**config.mk**
```make
export PLATFORM = sky130hd
export DESIGN_NAME = sram_lane_ctrl
export DESIGN_NICKNAME = d
export VERILOG_FILES = /design/src/rtl/sram_lane_pkg.sv /design/src/rtl/sram_lane_timer.sv /design/src/rtl/sram_lane_fsm.sv /design/src/rtl/sram_lane_dpath.sv /design/src/rtl/sram_lane_ctrl.sv
export SDC_FILE = /design/constraint.sdc
export NUM_CORES = 1
export LEC_CHECK = 0
export CORE_ASPECT_RATIO = 1.75
export CORE_MARGIN = 2
export CORE_UTILIZATION = 55
export CTS_CLUSTER_DIAMETER = 150
export DETAILED_ROUTE_END_ITERATION = 10
export DONT_BUFFER_PORTS = 1
export PLACE_DENSITY = 0.81
export SLEW_MARGIN = 20
export SYNTH_ARGS = -nofsm -noshare
export SYNTH_HDL_FRONTEND = slang
export SYNTH_HIERARCHICAL = 1
export SYNTH_SLANG_ARGS = --single-unit
export TNS_END_PERCENT = 10
```
**constraint.sdc**
```tcl
create_clock -name clk -period 3.1 [get_ports clk]
set_clock_uncertainty 0.1 [all_clocks]
set_input_delay 0.31 -clock clk [delete_from_list [all_inputs] [get_ports clk]]
set_output_delay 0.31 -clock clk [all_outputs]
set_load 0.03 [all_outputs]
```
**src/rtl/sram_lane_pkg.sv**
```systemverilog
`timescale 1ns/1ps
package sram_lane_pkg;

    typedef enum logic [2:0] {
        ST_PWRUP    = 3'd0,
        ST_IDLE     = 3'd1,
        ST_RD_ACC   = 3'd2,
        ST_RD_REL   = 3'd3,
        ST_WR_SETUP = 3'd4,
        ST_WR_PULSE = 3'd5,
        ST_WR_RECOV = 3'd6
    } lane_state_t;

    // Round a picosecond figure up to whole clock cycles.
    function automatic int unsigned ps_to_cyc(input int unsigned ps, input int unsigned clk_ps);
        return (ps + clk_ps - 1) / clk_ps;
    endfunction

    function automatic int unsigned umax(input int unsigned a, input int unsigned b);
        return (a > b) ? a : b;
    endfunction

endpackage

```
**src/rtl/sram_lane_timer.sv**
```systemverilog
`timescale 1ns/1ps
module sram_lane_timer #(
    parameter int unsigned W       = 8,
    parameter int unsigned RST_VAL = 0
) (
    input  logic         clk,
    input  logic         rst_n,
    input  logic         load,
    input  logic [W-1:0] load_val,
    output logic         zero
);
    logic [W-1:0] cnt;

    always_ff @(posedge clk or negedge rst_n) begin
        if (!rst_n) begin
            cnt <= W'(RST_VAL);
        end else if (load) begin
            cnt <= load_val;
        end else if (cnt != '0) begin
            cnt <= cnt - 1'b1;
        end
    end

    assign zero = (cnt == '0);
endmodule

```
**src/rtl/sram_lane_fsm.sv**
```systemverilog
`timescale 1ns/1ps
module sram_lane_fsm
    import sram_lane_pkg::*;
#(
    parameter int unsigned LANES    = 2,
    parameter int unsigned CNT_W    = 8,
    parameter int unsigned RD_CYC   = 2,
    parameter int unsigned WE_CYC   = 1,
    parameter int unsigned TURN_CYC = 1
) (
    input  logic             clk,
    input  logic             rst_n,
    input  logic             req_valid,
    input  logic             req_write,
    input  logic [LANES-1:0] lane_mask,
    input  logic             tmr_zero,
    output logic             tmr_load,
    output logic [CNT_W-1:0] tmr_val,
    output logic             req_ready,
    output logic             accept,
    output logic             capture,
    output logic             ce_n,
    output logic             ce,
    output logic             oe_n,
    output logic             we_n,
    output logic [LANES-1:0] lane_n,
    output logic             dq_oe
);
    localparam logic [CNT_W-1:0] LD_RD   = CNT_W'(RD_CYC - 1);
    localparam logic [CNT_W-1:0] LD_WE   = CNT_W'(WE_CYC - 1);
    localparam logic [CNT_W-1:0] LD_TURN = CNT_W'(TURN_CYC - 1);

    lane_state_t state, nxt;

    // State register
    always_ff @(posedge clk or negedge rst_n) begin
        if (!rst_n) begin
            state <= ST_PWRUP;
        end else begin
            state <= nxt;
        end
    end

    assign req_ready = (state == ST_IDLE);
    assign accept    = req_ready && req_valid;
    assign capture   = (state == ST_RD_ACC) && tmr_zero;

    // Transitions and timer loads
    always_comb begin
        nxt      = state;
        tmr_load = 1'b0;
        tmr_val  = '0;
        unique case (state)
            ST_PWRUP: begin
                if (tmr_zero) nxt = ST_IDLE;
            end
            ST_IDLE: begin
                if (req_valid) begin
                    if (req_write) begin
                        nxt = ST_WR_SETUP;
                    end else begin
                        nxt      = ST_RD_ACC;
                        tmr_load = 1'b1;
                        tmr_val  = LD_RD;
                    end
                end
            end
            ST_RD_ACC: begin
                if (tmr_zero) begin
                    nxt      = ST_RD_REL;
                    tmr_load = 1'b1;
                    tmr_val  = LD_TURN;
                end
            end
            ST_RD_REL: begin
                if (tmr_zero) nxt = ST_IDLE;
            end
            ST_WR_SETUP: begin
                nxt      = ST_WR_PULSE;
                tmr_load = 1'b1;
                tmr_val  = LD_WE;
            end
            ST_WR_PULSE: begin
                if (tmr_zero) nxt = ST_WR_RECOV;
            end
            ST_WR_RECOV: begin
                nxt = ST_IDLE;
            end
            default: nxt = ST_IDLE;
        endcase
    end

    // Pin decode
    always_comb begin
        ce_n   = 1'b1;
        ce     = 1'b0;
        oe_n   = 1'b1;
        we_n   = 1'b1;
        lane_n = '1;
        dq_oe  = 1'b0;
        unique case (state)
            ST_RD_ACC: begin
                ce_n   = 1'b0;
                ce     = 1'b1;
                oe_n   = 1'b0;
                lane_n = ~lane_mask;
            end
            ST_WR_SETUP, ST_WR_RECOV: begin
                ce_n  = 1'b0;
                ce    = 1'b1;
                dq_oe = 1'b1;
            end
            ST_WR_PULSE: begin
                ce_n   = 1'b0;
                ce     = 1'b1;
                we_n   = 1'b0;
                lane_n = ~lane_mask;
                dq_oe  = 1'b1;
            end
            ST_PWRUP, ST_IDLE, ST_RD_REL: begin
                ce_n = 1'b1;
            end
            default: ce_n = 1'b1;
        endcase
    end
endmodule

```
**src/rtl/sram_lane_dpath.sv**
```systemverilog
`timescale 1ns/1ps
module sram_lane_dpath #(
    parameter int unsigned ADDR_W = 20,
    parameter int unsigned LANE_W = 8,
    parameter int unsigned LANES  = 2,
    localparam int unsigned DATA_W = LANE_W * LANES
) (
    input  logic              clk,
    input  logic              rst_n,
    input  logic              accept,
    input  logic              capture,
    input  logic [ADDR_W-1:0] req_addr,
    input  logic [DATA_W-1:0] req_wdata,
    input  logic [LANES-1:0]  req_mask,
    input  logic [DATA_W-1:0] mem_dq_i,
    output logic [ADDR_W-1:0] mem_addr,
    output logic [DATA_W-1:0] mem_dq_o,
    output logic [LANES-1:0]  lane_mask,
    output logic              rsp_valid,
    output logic [DATA_W-1:0] rsp_rdata
);
    // Request latch: address, data and mask stay fixed for the whole access.
    always_ff @(posedge clk or negedge rst_n) begin
        if (!rst_n) begin
            mem_addr  <= '0;
            mem_dq_o  <= '0;
            lane_mask <= '0;
        end else if (accept) begin
            mem_addr  <= req_addr;
            mem_dq_o  <= req_wdata;
            lane_mask <= req_mask;
        end
    end

    always_ff @(posedge clk or negedge rst_n) begin
        if (!rst_n) begin
            rsp_valid <= 1'b0;
        end else begin
            rsp_valid <= capture;
        end
    end

    // Per-lane capture: a disabled lane returns zero.
    for (genvar g = 0; g < LANES; g++) begin : g_lane
        always_ff @(posedge clk or negedge rst_n) begin
            if (!rst_n) begin
                rsp_rdata[g*LANE_W +: LANE_W] <= '0;
            end else if (capture) begin
                rsp_rdata[g*LANE_W +: LANE_W] <= lane_mask[g] ? mem_dq_i[g*LANE_W +: LANE_W]
                                                              : '0;
            end
        end
    end
endmodule

```
**src/rtl/sram_lane_ctrl.sv**
```systemverilog
`timescale 1ns/1ps
module sram_lane_ctrl
    import sram_lane_pkg::*;
#(
    parameter int unsigned CLK_PS    = 8000,
    parameter int unsigned ADDR_W    = 20,
    parameter int unsigned LANE_W    = 8,
    parameter int unsigned T_RC_PS   = 10000,
    parameter int unsigned T_AA_PS   = 10000,
    parameter int unsigned T_DOE_PS  = 5000,
    parameter int unsigned T_PWE_PS  = 7000,
    parameter int unsigned T_SD_PS   = 5500,
    parameter int unsigned T_WC_PS   = 10000,
    parameter int unsigned T_HZOE_PS = 5000,
    parameter int unsigned T_PWR_PS  = 100000000
) (
    input  logic                  clk,
    input  logic                  rst_n,
    input  logic                  req_valid,
    output logic                  req_ready,
    input  logic                  req_write,
    input  logic [ADDR_W-1:0]     req_addr,
    input  logic [2*LANE_W-1:0]   req_wdata,
    input  logic [1:0]            req_lane_en,
    output logic                  rsp_valid,
    output logic [2*LANE_W-1:0]   rsp_rdata,
    output logic [ADDR_W-1:0]     mem_addr,
    output logic                  mem_ce_n,
    output logic                  mem_ce,
    output logic                  mem_oe_n,
    output logic                  mem_we_n,
    output logic                  mem_lb_n,
    output logic                  mem_ub_n,
    output logic [2*LANE_W-1:0]   mem_dq_o,
    output logic                  mem_dq_oe,
    input  logic [2*LANE_W-1:0]   mem_dq_i
);
    localparam int unsigned LANES    = 2;
    localparam int unsigned RD_CYC   = umax(umax(umax(ps_to_cyc(T_RC_PS, CLK_PS),
                                                      ps_to_cyc(T_AA_PS, CLK_PS)),
                                                 ps_to_cyc(T_DOE_PS, CLK_PS)), 1);
    localparam int unsigned WC_CYC   = ps_to_cyc(T_WC_PS, CLK_PS);
    localparam int unsigned WC_REST  = (WC_CYC > 2) ? (WC_CYC - 2) : 1;
    localparam int unsigned WE_CYC   = umax(umax(ps_to_cyc(T_PWE_PS, CLK_PS),
                                                 ps_to_cyc(T_SD_PS, CLK_PS)), WC_REST);
    localparam int unsigned TURN_CYC = umax(ps_to_cyc(T_HZOE_PS, CLK_PS), 1);
    localparam int unsigned PWR_CYC  = umax(ps_to_cyc(T_PWR_PS, CLK_PS), 1);
    localparam int unsigned CNT_MAX  = umax(umax(RD_CYC, WE_CYC), umax(TURN_CYC, PWR_CYC));
    localparam int unsigned CNT_W    = $clog2(CNT_MAX + 1);

    logic             tmr_load;
    logic [CNT_W-1:0] tmr_val;
    logic             tmr_zero;
    logic             accept;
    logic             capture;
    logic [LANES-1:0] lane_mask;
    logic [LANES-1:0] lane_n;

    sram_lane_timer #(
        .W       (CNT_W),
        .RST_VAL (PWR_CYC - 1)
    ) u_timer (
        .clk      (clk),
        .rst_n    (rst_n),
        .load     (tmr_load),
        .load_val (tmr_val),
        .zero     (tmr_zero)
    );

    sram_lane_fsm #(
        .LANES    (LANES),
        .CNT_W    (CNT_W),
        .RD_CYC   (RD_CYC),
        .WE_CYC   (WE_CYC),
        .TURN_CYC (TURN_CYC)
    ) u_fsm (
        .clk       (clk),
        .rst_n     (rst_n),
        .req_valid (req_valid),
        .req_write (req_write),
        .lane_mask (lane_mask),
        .tmr_zero  (tmr_zero),
        .tmr_load  (tmr_load),
        .tmr_val   (tmr_val),
        .req_ready (req_ready),
        .accept    (accept),
        .capture   (capture),
        .ce_n      (mem_ce_n),
        .ce        (mem_ce),
        .oe_n      (mem_oe_n),
        .we_n      (mem_we_n),
        .lane_n    (lane_n),
        .dq_oe     (mem_dq_oe)
    );

    sram_lane_dpath #(
        .ADDR_W (ADDR_W),
        .LANE_W (LANE_W),
        .LANES  (LANES)
    ) u_dpath (
        .clk       (clk),
        .rst_n     (rst_n),
        .accept    (accept),
        .capture   (capture),
        .req_addr  (req_addr),
        .req_wdata (req_wdata),
        .req_mask  (req_lane_en),
        .mem_dq_i  (mem_dq_i),
        .mem_addr  (mem_addr),
        .mem_dq_o  (mem_dq_o),
        .lane_mask (lane_mask),
        .rsp_valid (rsp_valid),
        .rsp_rdata (rsp_rdata)
    );

    assign mem_lb_n = lane_n[0];
    assign mem_ub_n = lane_n[1];
endmodule

```
==> metrics <==
RSZ-0062 raised after global routing=false; Post-DRT Antenna Nets=0; Reg power frac=0.510; postcts setup bufs=0; Synth top cells by count=dfrtp_1 (65), inv_1 (20), mux2_4 (20), nand3_1 (20), mux2_2 (18); Post-synth ARST share=1.00; first-pass GRT wire length=around 13 mm; top cell type's share of synthesized area=0.481; startpoint types=register; clock sinks=just over 70; Die W=roughly 63 um; Die ar.=approximately 6800 sq um; layout cells sized above 1=0.254; Synth Area in Compound Gates=0.0751; # placed instances=roughly 340; min cycle time layout=~2.7 ns; placer congestion estimate=~0.8; synthesized cell area=3380 sq um; total CTS buffers=9; WL per Instance=21.9 um; Syn-to-layout area delta=18.2%; H-tree depth=3; die height=108 um; post-synthesis simple-gate area fraction=0.121; most frequent cell after synthesis=dfrtp_1; Slew Limit Fails=0; layout net count=about 370; mux cell area share after synthesis=0.155; status=completed; setup tns final=0 ns; largest net degree at the start of global routing=73; CP endpoint kind=register; I/O pin total=~120; # rows=37; synthesized-area fraction occupied by adder cells=0.00370; Comb pwr share=0.297; Core Box Area=approximately 5900 sq um; YS warnings=6; TritonCTS clock tree=yes; Clock Latency Late Sink=0.36 ns; area leader, netlist=dfrtp_1; syn_area_per_cell=roughly 12 sq um; vias in the first global route=around 2400; Max Cap Viol=0; Top FF cell, synth=dfrtp_1; maximum clock frequency=around 370 MHz; fin util=0.674; critical path fanouts, max=13; Tcrit/Tclk final=0.875; DR iter-0 viols=205; Reg clk slew, reported paths=~0.080 ns; DR DRC count=0; CP arrival=roughly 2.9 ns; Lkg Pwr=roughly 1.7 nW; Tot GR Track Use=0.265; internal power=between 0.002 and 0.003 W; Final Hold Vio Count=0; Cell Pwr Density=1110 nW/um^2; FF+latch count, synth=72; top cells by area, synth=dfrtp_1 (48%), mux2_4 (8.9%), mux2_2 (6.0%), dfstp_2 (5.4%), buf_4 (3.3%); Via Count=around 2200; overall power=about 0.0044 W; Mapped Cells=between 200 and 300; final setup vio count=0; initial core utilization=0.571; GR Overflow Total=0; drt pass-1 iters=4; Antenna diodes=0; final WL=around 8.6 mm; Sw Ratio=0.430; hold_ws=just under 0.007 ns; Via density=5.72; maximum VDD drop=between 0.6 and 0.7 mV; initial antenna violation count=0; Hold Crit Class=in -> reg; clk root buf=clkbuf_8; Clk pwr share=0.193; Critical Path RT=around 3.3 ns; EDFF count, synth=0; post-DP HPWL=~4.6 mm; largest family of logic cells by synthesized area=multiplexers; NetSw=roughly 0.0019 W; worst setup path category=reg -> reg; post-synthesis sequential area ratio=0.535; final instance count without filler cells=approximately 390; unique cell type count in the Yosys netlist=between 40 and 50; CTS max path bufs=2; IO buf count=0; Worst slew margin=0.418; xor-xnor portion of the synthesized cell area=0.0259; worst slew pin tran=approximately 0.85 ns
-- per-layer routing --
metal	track usage	share of wire	vias to the layer above
met5	0	0	-
met4	0.135	0.033	0
met3	0.110	0.084	27
met2	0.443	0.52	112
met1	0.287	0.36	1126
li1	-	-	984
-- state kept, by name (all words and copies together), names as in the netlist --
signal             count
u_fsm/state            3
u_dpath/mem_addr      20
u_dpath/lane_mask      2
u_dpath/mem_dq_o      16
u_dpath/rsp_valid      1
u_timer/cnt           14
u_dpath/rsp_rdata     16
-- worst max-delay path: stages, from the launching register on --
cell      delay, ns
dfstp_2        0.56
inv_1          0.08
ha_1           0.24
nor3b_4        0.19
and4_1         0.18
inv_1          0.14
nor2_4         0.07
a211o_1        0.45
buf_4          0.26
nor2b_1        0.15
a211oi_2       0.21
-- power by group through the flow --
stage          registers [W]  clock network [W]  logic, W
2_1_floorplan        0.00209                  0   0.00116
3_3_place_gp         0.00221                  0   0.00116
3_5_place_dp         0.00224                  0   0.00119
4_1_cts              0.00222           0.000848   0.00127
5_1_grt              0.00230           0.000903   0.00141
6_report             0.00226           0.000853   0.00131
-- kinds of logic after synthesis --
group | after synthesis
multiplexers | 40
other | 1
buffers and inverters | 49
XOR/XNOR | 10
flip-flops | 72
AND/OR/NAND/NOR | 62
AO/OA/AOI/OAI | 37
adder cells (fa/ha/maj) | 1
-- cells in the final DEF (no fill, tap or decap), types with 11 or more instances in the layout --
cell and instances:
mux2_2 18, dlygate4sd3_1 38, dfrtp_1 65, mux2_4 20, conb_1 13, nand3_1 20, o21ai_0 16, inv_1 20
clkbuf_8 11
-- repair_timing --
| item | 4_1_cts | 5_1_grt |
|---|---|---|
| endpoints found under the hold margin | 108 | 1 |
| gates resized for setup | 0 | 0 |
| hold buffers | 38 | 1 |
-- final timing paths --
check,start,cells past startpoint,slack (ns),end
setup / recovery,u_timer/cnt[0],10,0.39,u_timer/cnt[1]
hold reg to reg,u_timer/cnt[12],2,0.42,u_timer/cnt[12]
max in group asynchronous,rst_n,2,2.17,u_timer/cnt[1]
setup reg to reg,u_timer/cnt[0],10,0.39,u_timer/cnt[1]
min in group asynchronous,rst_n,2,0.41,u_dpath/rsp_rdata[0]
hold / removal,mem_dq_i[9],2,0.007,u_dpath/rsp_rdata[9]
-- layout make-up --
type	instances	area, sq um
clock inverter	4	76.3
multi-input combinational	163	1340
inverter	21	78.8
clock buffer	12	155
tap	78	97.6
timing repair buffer	43	438
sequential	72	1810
fill	418	1930
-- stage by stage --
stage	area (sq um)	worst slack (ns)
final	4000	0.388
after global placement	3360	0.626
after CTS	3990	0.467
after global routing	4000	0.287
after floorplan	3430	0.674
after detailed placement	3360	0.492
Power figures use the tool's default switching activity.
